==> src/rtl/rs_pkg.sv <==
// Package for the rational resampler.
// Holds the controller state type and the function that computes the
// prototype coefficients. Assumes a coefficient width of at least 12 bits.
package rs_pkg;

    typedef enum logic [2:0] {
        ST_IDLE,
        ST_STEP,
        ST_FILL,
        ST_MAC,
        ST_EMIT
    } rs_state_t;

    // Prototype tap value for index k; magnitude never exceeds 1800.
    function automatic int rs_coef(input int k);
        return (((29 * k + 7) % 61) - 30) * 60;
    endfunction

endpackage

==> src/rtl/rs_history.sv <==
// Input history for the rational resampler.
// Keeps the most recent DEPTH samples, newest at position 0. A push shifts
// every entry one place older. A clear sets all entries to zero.
// The read port returns zero for positions at or beyond DEPTH.
module rs_history #(
    parameter int DW    = 16,
    parameter int DEPTH = 24
) (
    input  logic                        clk,
    input  logic                        rst_n,
    input  logic                        clr,
    input  logic                        push,
    input  logic signed [DW-1:0]        din,
    input  logic [$clog2(DEPTH)-1:0]    rd_idx,
    output logic signed [DW-1:0]        rd_data
);
    localparam int JW   = $clog2(DEPTH);
    localparam int VIEW = 2 ** JW;

    logic signed [DW-1:0] stage [DEPTH];
    logic signed [DW-1:0] view  [VIEW];

    // Newest entry: load on push, zero on clear or reset.
    always_ff @(posedge clk) begin
        if (!rst_n || clr) begin
            stage[0] <= '0;
        end else if (push) begin
            stage[0] <= din;
        end
    end

    // Older entries: each one takes its younger neighbour on push.
    for (genvar g = 1; g < DEPTH; g++) begin : g_shift
        always_ff @(posedge clk) begin
            if (!rst_n || clr) begin
                stage[g] <= '0;
            end else if (push) begin
                stage[g] <= stage[g-1];
            end
        end
    end

    // Read view padded to a power of two, so every index is in range.
    for (genvar g = 0; g < VIEW; g++) begin : g_view
        if (g < DEPTH) begin : g_live
            assign view[g] = stage[g];
        end else begin : g_pad
            assign view[g] = '0;
        end
    end

    assign rd_data = view[rd_idx];

endmodule

==> src/rtl/rs_mac.sv <==
// Shared multiply-accumulate and output stage.
// Adds one coefficient*sample product per enabled cycle into a wide
// accumulator. Rounds half-up at bit SHIFT and saturates to DW bits.
// Assumes ACCW is large enough that TAPS products cannot overflow.
module rs_mac #(
    parameter int DW    = 16,
    parameter int CW    = 12,
    parameter int TAPS  = 24,
    parameter int SHIFT = 10
) (
    input  logic                 clk,
    input  logic                 rst_n,
    input  logic                 clr,
    input  logic                 en,
    input  logic signed [CW-1:0] coef,
    input  logic signed [DW-1:0] sample,
    output logic signed [DW-1:0] result
);
    localparam int PRW  = DW + CW;
    localparam int ACCW = PRW + $clog2(TAPS) + 1;
    localparam logic signed [ACCW-1:0] YMAX = ACCW'((64'sd1 <<< (DW-1)) - 1);
    localparam logic signed [ACCW-1:0] YMIN = -ACCW'(64'sd1 <<< (DW-1));
    localparam logic signed [ACCW-1:0] HALF = ACCW'(64'sd1 <<< (SHIFT-1));

    logic signed [PRW-1:0]  prod;
    logic signed [ACCW-1:0] acc;
    logic signed [ACCW-1:0] rounded;
    logic signed [ACCW-1:0] scaled;

    assign prod = coef * sample;

    // Accumulator: cleared at the start of each output, adds one tap per cycle.
    always_ff @(posedge clk) begin
        if (!rst_n || clr) begin
            acc <= '0;
        end else if (en) begin
            acc <= acc + ACCW'(prod);
        end
    end

    // Round half-up, scale down, and clamp to the output range.
    always_comb begin
        rounded = acc + HALF;
        scaled  = rounded >>> SHIFT;
        if (scaled > YMAX) begin
            result = YMAX[DW-1:0];
        end else if (scaled < YMIN) begin
            result = YMIN[DW-1:0];
        end else begin
            result = scaled[DW-1:0];
        end
    end

endmodule

==> src/rtl/rs_ctrl.sv <==
// Phase and sequencing control for the rational resampler.
// Keeps the phase p in interpolated-rate steps. Each output adds M to it,
// and each subtraction of L asks for one more input sample. Once the needed
// samples are in, it walks tap addresses p, p+L, p+2L ... below TAPS
// against history positions 0, 1, 2 ... It then presents the result.
// Assumes 1 <= L <= LMAX <= TAPS and 1 <= M <= MMAX.
module rs_ctrl
    import rs_pkg::*;
#(
    parameter int TAPS = 24,
    parameter int LMAX = 8,
    parameter int MMAX = 15
) (
    input  logic                          clk,
    input  logic                          rst_n,
    input  logic                          restart,
    input  logic [$clog2(LMAX+1)-1:0]     cfg_l,
    input  logic [$clog2(MMAX+1)-1:0]     cfg_m,
    input  logic [$clog2(MMAX+1)-1:0]     cfg_start,
    input  logic                          in_valid,
    input  logic                          out_ready,
    output logic                          in_ready,
    output logic                          push,
    output logic                          hist_clr,
    output logic                          acc_clr,
    output logic                          mac_en,
    output logic [$clog2(TAPS+LMAX+1)-1:0] tap_addr,
    output logic [$clog2(TAPS)-1:0]       hist_addr,
    output logic                          out_valid
);
    localparam int LW = $clog2(LMAX + 1);
    localparam int MW = $clog2(MMAX + 1);
    localparam int PW = $clog2(LMAX + MMAX + 1);
    localparam int NW = $clog2(LMAX + MMAX + 2);
    localparam int KW = $clog2(TAPS + LMAX + 1);
    localparam int JW = $clog2(TAPS);

    rs_state_t      state;
    logic [LW-1:0]  l_r;
    logic [MW-1:0]  m_r;
    logic [PW-1:0]  ph;
    logic [NW-1:0]  need;
    logic [KW-1:0]  k;
    logic [JW-1:0]  j;
    logic [KW-1:0]  k_next;
    logic           fill_done;

    assign k_next    = k + KW'(l_r);
    assign fill_done = (state == ST_FILL) && (need == '0);

    // Handshake and datapath strobes decoded from the state.
    always_comb begin
        in_ready  = (state == ST_FILL) && (need != '0);
        push      = in_ready && in_valid;
        hist_clr  = restart;
        acc_clr   = restart || fill_done;
        mac_en    = (state == ST_MAC);
        out_valid = (state == ST_EMIT);
        tap_addr  = k;
        hist_addr = j;
    end

    // Sequencer: restart capture, phase stepping, filling, tap walk, emit.
    always_ff @(posedge clk) begin
        if (!rst_n) begin
            state <= ST_IDLE;
            l_r   <= LW'(1);
            m_r   <= MW'(1);
            ph    <= '0;
            need  <= '0;
            k     <= '0;
            j     <= '0;
        end else if (restart) begin
            state <= ST_STEP;
            l_r   <= cfg_l;
            m_r   <= cfg_m;
            ph    <= PW'(cfg_start);
            need  <= NW'(1);
            k     <= '0;
            j     <= '0;
        end else begin
            case (state)
                ST_STEP: begin
                    if (ph >= PW'(l_r)) begin
                        ph   <= ph - PW'(l_r);
                        need <= need + NW'(1);
                    end else begin
                        state <= ST_FILL;
                    end
                end
                ST_FILL: begin
                    if (need == '0) begin
                        state <= ST_MAC;
                        k     <= KW'(ph);
                        j     <= '0;
                    end else if (in_valid) begin
                        need <= need - NW'(1);
                    end
                end
                ST_MAC: begin
                    k <= k_next;
                    j <= j + JW'(1);
                    if (k_next >= KW'(TAPS)) begin
                        state <= ST_EMIT;
                    end
                end
                ST_EMIT: begin
                    if (out_ready) begin
                        ph    <= ph + PW'(m_r);
                        state <= ST_STEP;
                    end
                end
                default: state <= ST_IDLE;
            endcase
        end
    end

endmodule

==> src/rtl/ratio_resampler.sv <==
// Rational-ratio sample rate converter, top level.
// Ties the phase controller, the input history, the coefficient table and
// the shared multiply-accumulate together. The coefficient table holds the
// prototype at the interpolated rate. It is computed from rs_coef and padded
// with zeros to a power-of-two depth.
// Assumes LMAX <= TAPS and CW >= 12.
module ratio_resampler
    import rs_pkg::*;
#(
    parameter int DW    = 16,
    parameter int CW    = 12,
    parameter int TAPS  = 24,
    parameter int LMAX  = 8,
    parameter int MMAX  = 15,
    parameter int SHIFT = 10
) (
    input  logic                          clk,
    input  logic                          rst_n,
    input  logic [$clog2(LMAX+1)-1:0]     cfg_l,
    input  logic [$clog2(MMAX+1)-1:0]     cfg_m,
    input  logic [$clog2(MMAX+1)-1:0]     cfg_start,
    input  logic                          restart,
    input  logic                          in_valid,
    output logic                          in_ready,
    input  logic signed [DW-1:0]          in_data,
    output logic                          out_valid,
    input  logic                          out_ready,
    output logic signed [DW-1:0]          out_data
);
    localparam int KW   = $clog2(TAPS + LMAX + 1);
    localparam int JW   = $clog2(TAPS);
    localparam int ROMD = 2 ** KW;

    logic                 push;
    logic                 hist_clr;
    logic                 acc_clr;
    logic                 mac_en;
    logic [KW-1:0]        tap_addr;
    logic [JW-1:0]        hist_addr;
    logic signed [DW-1:0] hist_data;
    logic signed [CW-1:0] coef;
    logic signed [CW-1:0] rom [ROMD];

    // Coefficient table computed from the prototype function.
    for (genvar g = 0; g < ROMD; g++) begin : g_rom
        if (g < TAPS) begin : g_tap
            assign rom[g] = CW'(rs_coef(g));
        end else begin : g_zero
            assign rom[g] = '0;
        end
    end

    assign coef = rom[tap_addr];

    rs_ctrl #(
        .TAPS (TAPS),
        .LMAX (LMAX),
        .MMAX (MMAX)
    ) i_ctrl (
        .clk       (clk),
        .rst_n     (rst_n),
        .restart   (restart),
        .cfg_l     (cfg_l),
        .cfg_m     (cfg_m),
        .cfg_start (cfg_start),
        .in_valid  (in_valid),
        .out_ready (out_ready),
        .in_ready  (in_ready),
        .push      (push),
        .hist_clr  (hist_clr),
        .acc_clr   (acc_clr),
        .mac_en    (mac_en),
        .tap_addr  (tap_addr),
        .hist_addr (hist_addr),
        .out_valid (out_valid)
    );

    rs_history #(
        .DW    (DW),
        .DEPTH (TAPS)
    ) i_hist (
        .clk     (clk),
        .rst_n   (rst_n),
        .clr     (hist_clr),
        .push    (push),
        .din     (in_data),
        .rd_idx  (hist_addr),
        .rd_data (hist_data)
    );

    rs_mac #(
        .DW    (DW),
        .CW    (CW),
        .TAPS  (TAPS),
        .SHIFT (SHIFT)
    ) i_mac (
        .clk    (clk),
        .rst_n  (rst_n),
        .clr    (acc_clr),
        .en     (mac_en),
        .coef   (coef),
        .sample (hist_data),
        .result (out_data)
    );

endmodule

==> config.mk <==
export PLATFORM = sky130hd
export DESIGN_NAME = ratio_resampler
export DESIGN_NICKNAME = d
export VERILOG_FILES = /design/src/rtl/rs_pkg.sv /design/src/rtl/rs_history.sv /design/src/rtl/rs_mac.sv /design/src/rtl/rs_ctrl.sv /design/src/rtl/ratio_resampler.sv
export SDC_FILE = /design/constraint.sdc
export NUM_CORES = 1
export LEC_CHECK = 0
export BUFFER_PORTS_ARGS = -buffer_cell sky130_fd_sc_hd__buf_2
export CORE_MARGIN = 1
export CORE_UTILIZATION = 55
export DETAILED_ROUTE_END_ITERATION = 10
export PLACE_DENSITY_LB_ADDON = 0.15
export SLEW_MARGIN = 20
export SYNTH_ARGS = -nofsm -noshare
export SYNTH_HDL_FRONTEND = slang
export SYNTH_SLANG_ARGS = --single-unit
==> constraint.sdc <==
create_clock -name clk -period 12.3 [get_ports clk]
set_input_delay 0.615 -clock clk [delete_from_list [all_inputs] [get_ports clk]]
set_output_delay 0.615 -clock clk [all_outputs]
set_load 0.005 [all_outputs]
==> impl_metrics.tcl <==
set metrics [dict create \
    outcome "complete, no violations" \
    maxCapViolCount 0 \
    synth_top_area_cell "edfxtp_1" \
    grt_pass1_vias 18372 \
    period_share_pct 70.68 \
    critical_path_class "reg2reg" \
    maxSlewHeadroom_pct 28.62 \
    dpl.hpwl_mm 38.29 \
    switching_share_pct 32.81 \
    p_leak_nw 12.75 \
    die_y_um 230.6 \
    drtIter0Drc 1257 \
    drc_errors 0 \
    clock_path_buffers 3 \
    layout.cells.non_filler 3082 \
    dp.cells 2997 \
    antenna_cells 0 \
    worstSkewPairLatency_ns 0.60 \
    cp-end-kind "flop" \
    cp_slowest_cell "dfxtp_4" \
    nNetsFinal 2721 \
    grt_overflow 0 \
    die_w_um 230.6 \
    tns_ns 0 \
    yosys_warnings 0 \
    clk_pin_slew_ns 0.06 \
    die_area_um2 53160 \
    worstPathMaxFanout 50 \
    cts_setup_buffers 0 \
    ctsResizeCount 0 \
    grt_pass1_wl_mm 95.04 \
    finalWirelength_mm 56.40 \
    io_pins 51 \
    ant_nets 0 \
    row_count 83 \
    p_seq_share_pct 37.9 \
    drv_slew 0 \
    cts_hold_buf 0 \
    vdd_drop_max_mv 0.1109 \
    place_congestion 0.8475 \
    fin_crit_ns 8.694 \
    ys_top_cells_by_area "edfxtp_1 40%, fa_1 13%, mux4_2 8.8%" \
    multi_input_area_um2 14600 \
    power_switching_mw 1.515 \
    start_util_pct 55.78 \
    max_freq_ghz 0.1150 \
    vias 17205 \
    path_common_cell "fa_1" \
    syn_area_um2 28730 \
    grt_max_degree 133 \
    syn2layout_area_growth_pct 7.938 \
    track_usage_pct 22.32 \
    synth_most_common_cell "and2_1" \
    syn_inst 2351 \
    synth_edf_count 384 \
    synth_cell_types 66 \
    finalHoldViolCount 0 \
    setup_viol 0 \
    rsz0062_at_grt "no" \
    core_area_um2 51510 \
    hp-class "in2reg" \
    p_total_mw 4.619 \
    fillCellCount 4125 \
    worst_pin_slew_ns 1.071 \
    fin_skew_ns 0.01416 \
    htree_levels 2 \
    crit_arrival_ns 9.17 \
    synth.avg_cell_area_um2 12.22 \
    p_per_area_nw_per_um2 148.9 \
    cp_cell_sequence "buf_4 -> mux4_2 -> mux4_2 -> a21oi_2 -> nand2_1 -> fa_1 -> fa_1 -> inv_1 -> fa_1 -> fa_1 -> fa_1 -> fa_1 -> ha_1 -> o21ai_1 -> a211oi_1 -> o31ai_1 -> a31oi_1 -> o31ai_1 -> a21oi_1 -> a31oi_1 -> xor2_1 -> o21ai_1" \
    synth.ff_latch_count 448 \
    syn_nets 2705 \
    p_int_mw 3.104 \
    root_buffer "clkbuf_16" \
    netlist_top_cells_count "394 x and2_1, 384 x edfxtp_1, 227 x inv_1" \
    numCtsBuffers 48 \
    seq_area_frac_synth_pct 44.59 \
    io_buffers 50 \
    critPathRequiredTime_ns 12.78 \
    clock-sinks 448 \
    regArea_um2 12820 \
    clock_power_share_pct 28.8 \
    fin_hold_ws_ns 0.2447 \
    drive_above_1_share_pct 12.20 \
    antenna_found_initial 0 \
    critPathMaxStageDelay_ns 0.89 \
    cts_tree "yes" \
    crit_path_start_kind "flop" \
    viasPerCell 5.582 \
    synth_top_area_share_pct 40.13 \
    synth_ff_type "edfxtp_1" \
    first_pass_iters 5 \
    synthArstFlopShare_pct 0 \
    wire_per_inst_um 18.30 \
    pwr-share-comb_pct 33.2 \
]
power by group through the flow:
stage	Combinational [mW]	Clock, mW	Sequential [mW]
finish	1.54	1.33	1.75
global route	1.76	1.42	1.76
CTS	1.54	1.37	1.75
detailed placement	1.52	0	1.78
global placement	1.51	0	1.78
floorplan	1.22	0	1.79
through the flow:
step | setup WS [ns] | area, um^2 | util [%]
global route | 3.065 | 31010 | 60.21
finish | 3.606 | 31010 | 60.21
detailed placement | 3.613 | 29600 | 57.46
CTS | 3.606 | 31010 | 60.20
global placement | 3.737 | 29600 | 57.46
floorplan | 2.004 | 28730 | -
worst max-delay path: cells and delay by family, from the launching register on:
kind | cells | cell delay [ns]
simple gates | 1 | 0.17
fa+ha+maj | 7 | 3.47
mux | 2 | 0.89
flops | 1 | 0.89
compound gates | 9 | 2.18
xor+xnor | 1 | 0.17
buf+inv | 2 | 0.80
cell type report:
type | instances | share of cell area, %
timing repair buffer | 77 | 1.460
clock buffer | 63 | 4.087
inverter | 233 | 2.820
sequential | 448 | 41.34
clock inverter | 22 | 0.4760
multi-input combinational | 1559 | 47.08
tap | 680 | 2.743
metal layers:
metal	GRT usage [%]	routed length, um
met1	31.02	25800
met5	0	0
met4	5.526	1112
met2	37.21	27290
met3	3.125	2201
registers in the layout (all words and copies together) (netlist names):
signal / cells
i_ctrl.state: 3
i_ctrl.ph: 5
i_ctrl.l_r: 4
i_ctrl.need: 5
i_mac.acc: 32
i_ctrl.hist_addr: 5
i_hist.stage: 384
i_ctrl.m_r: 4
i_ctrl.tap_addr: 6
layout by cell type (no fill, tap or decap), types with 9 or more instances in the layout:
cell type	count
fa_1	189
a21o_1	21
nor2b_1	49
a31oi_1	12
buf_4	27
dfxtp_1	61
ha_1	132
mux4_2	112
nand3_1	34
xor2_1	23
clkinv_1	9
nor2_1	76
and2_1	394
inv_1	227
o21ai_2	17
nor3_1	18
buf_2	50
clkbuf_16	48
o21ai_0	14
edfxtp_1	384
a211oi_1	11
clkbuf_1	14
xnor2_1	41
nand2_1	190
a21oi_1	74
nand2b_1	10
and3_1	19
o21ai_1	31
mux2i_1	26
cell families (layout without fill, tap and decap cells):
kind of cell             after synthesis  count (layout)  share of synthesized area [%]
AO/OA/AOI/OAI                        219             219                          4.842
adder cells (fa/ha/maj)              321             321                          18.92
multiplexers                         139             139                          9.723
XOR/XNOR                              64              64                          1.951
flip-flops                           448             448                          44.59
AND/OR/NAND/NOR                      816             816                          15.30
buffers and inverters                344             395                          4.681
final timing paths:
check                                    from                    endpoint  slack, ns  depth (start not counted)
max          i_ctrl.hist_addr[1]$_SDFFE_PP0P_  i_mac.acc[32]$_SDFFE_PP0P_       3.61                         22
min                                  cfg_m[0]  i_ctrl.m_r[0]$_SDFFE_PN1P_       0.24                          3
max reg2reg  i_ctrl.hist_addr[1]$_SDFFE_PP0P_  i_mac.acc[32]$_SDFFE_PP0P_       3.61                         22
min reg2reg         i_mac.acc[4]$_SDFFE_PP0P_   i_mac.acc[4]$_SDFFE_PP0P_       0.46                          2
No activity file was read; power rests on OpenSTA's default activity.
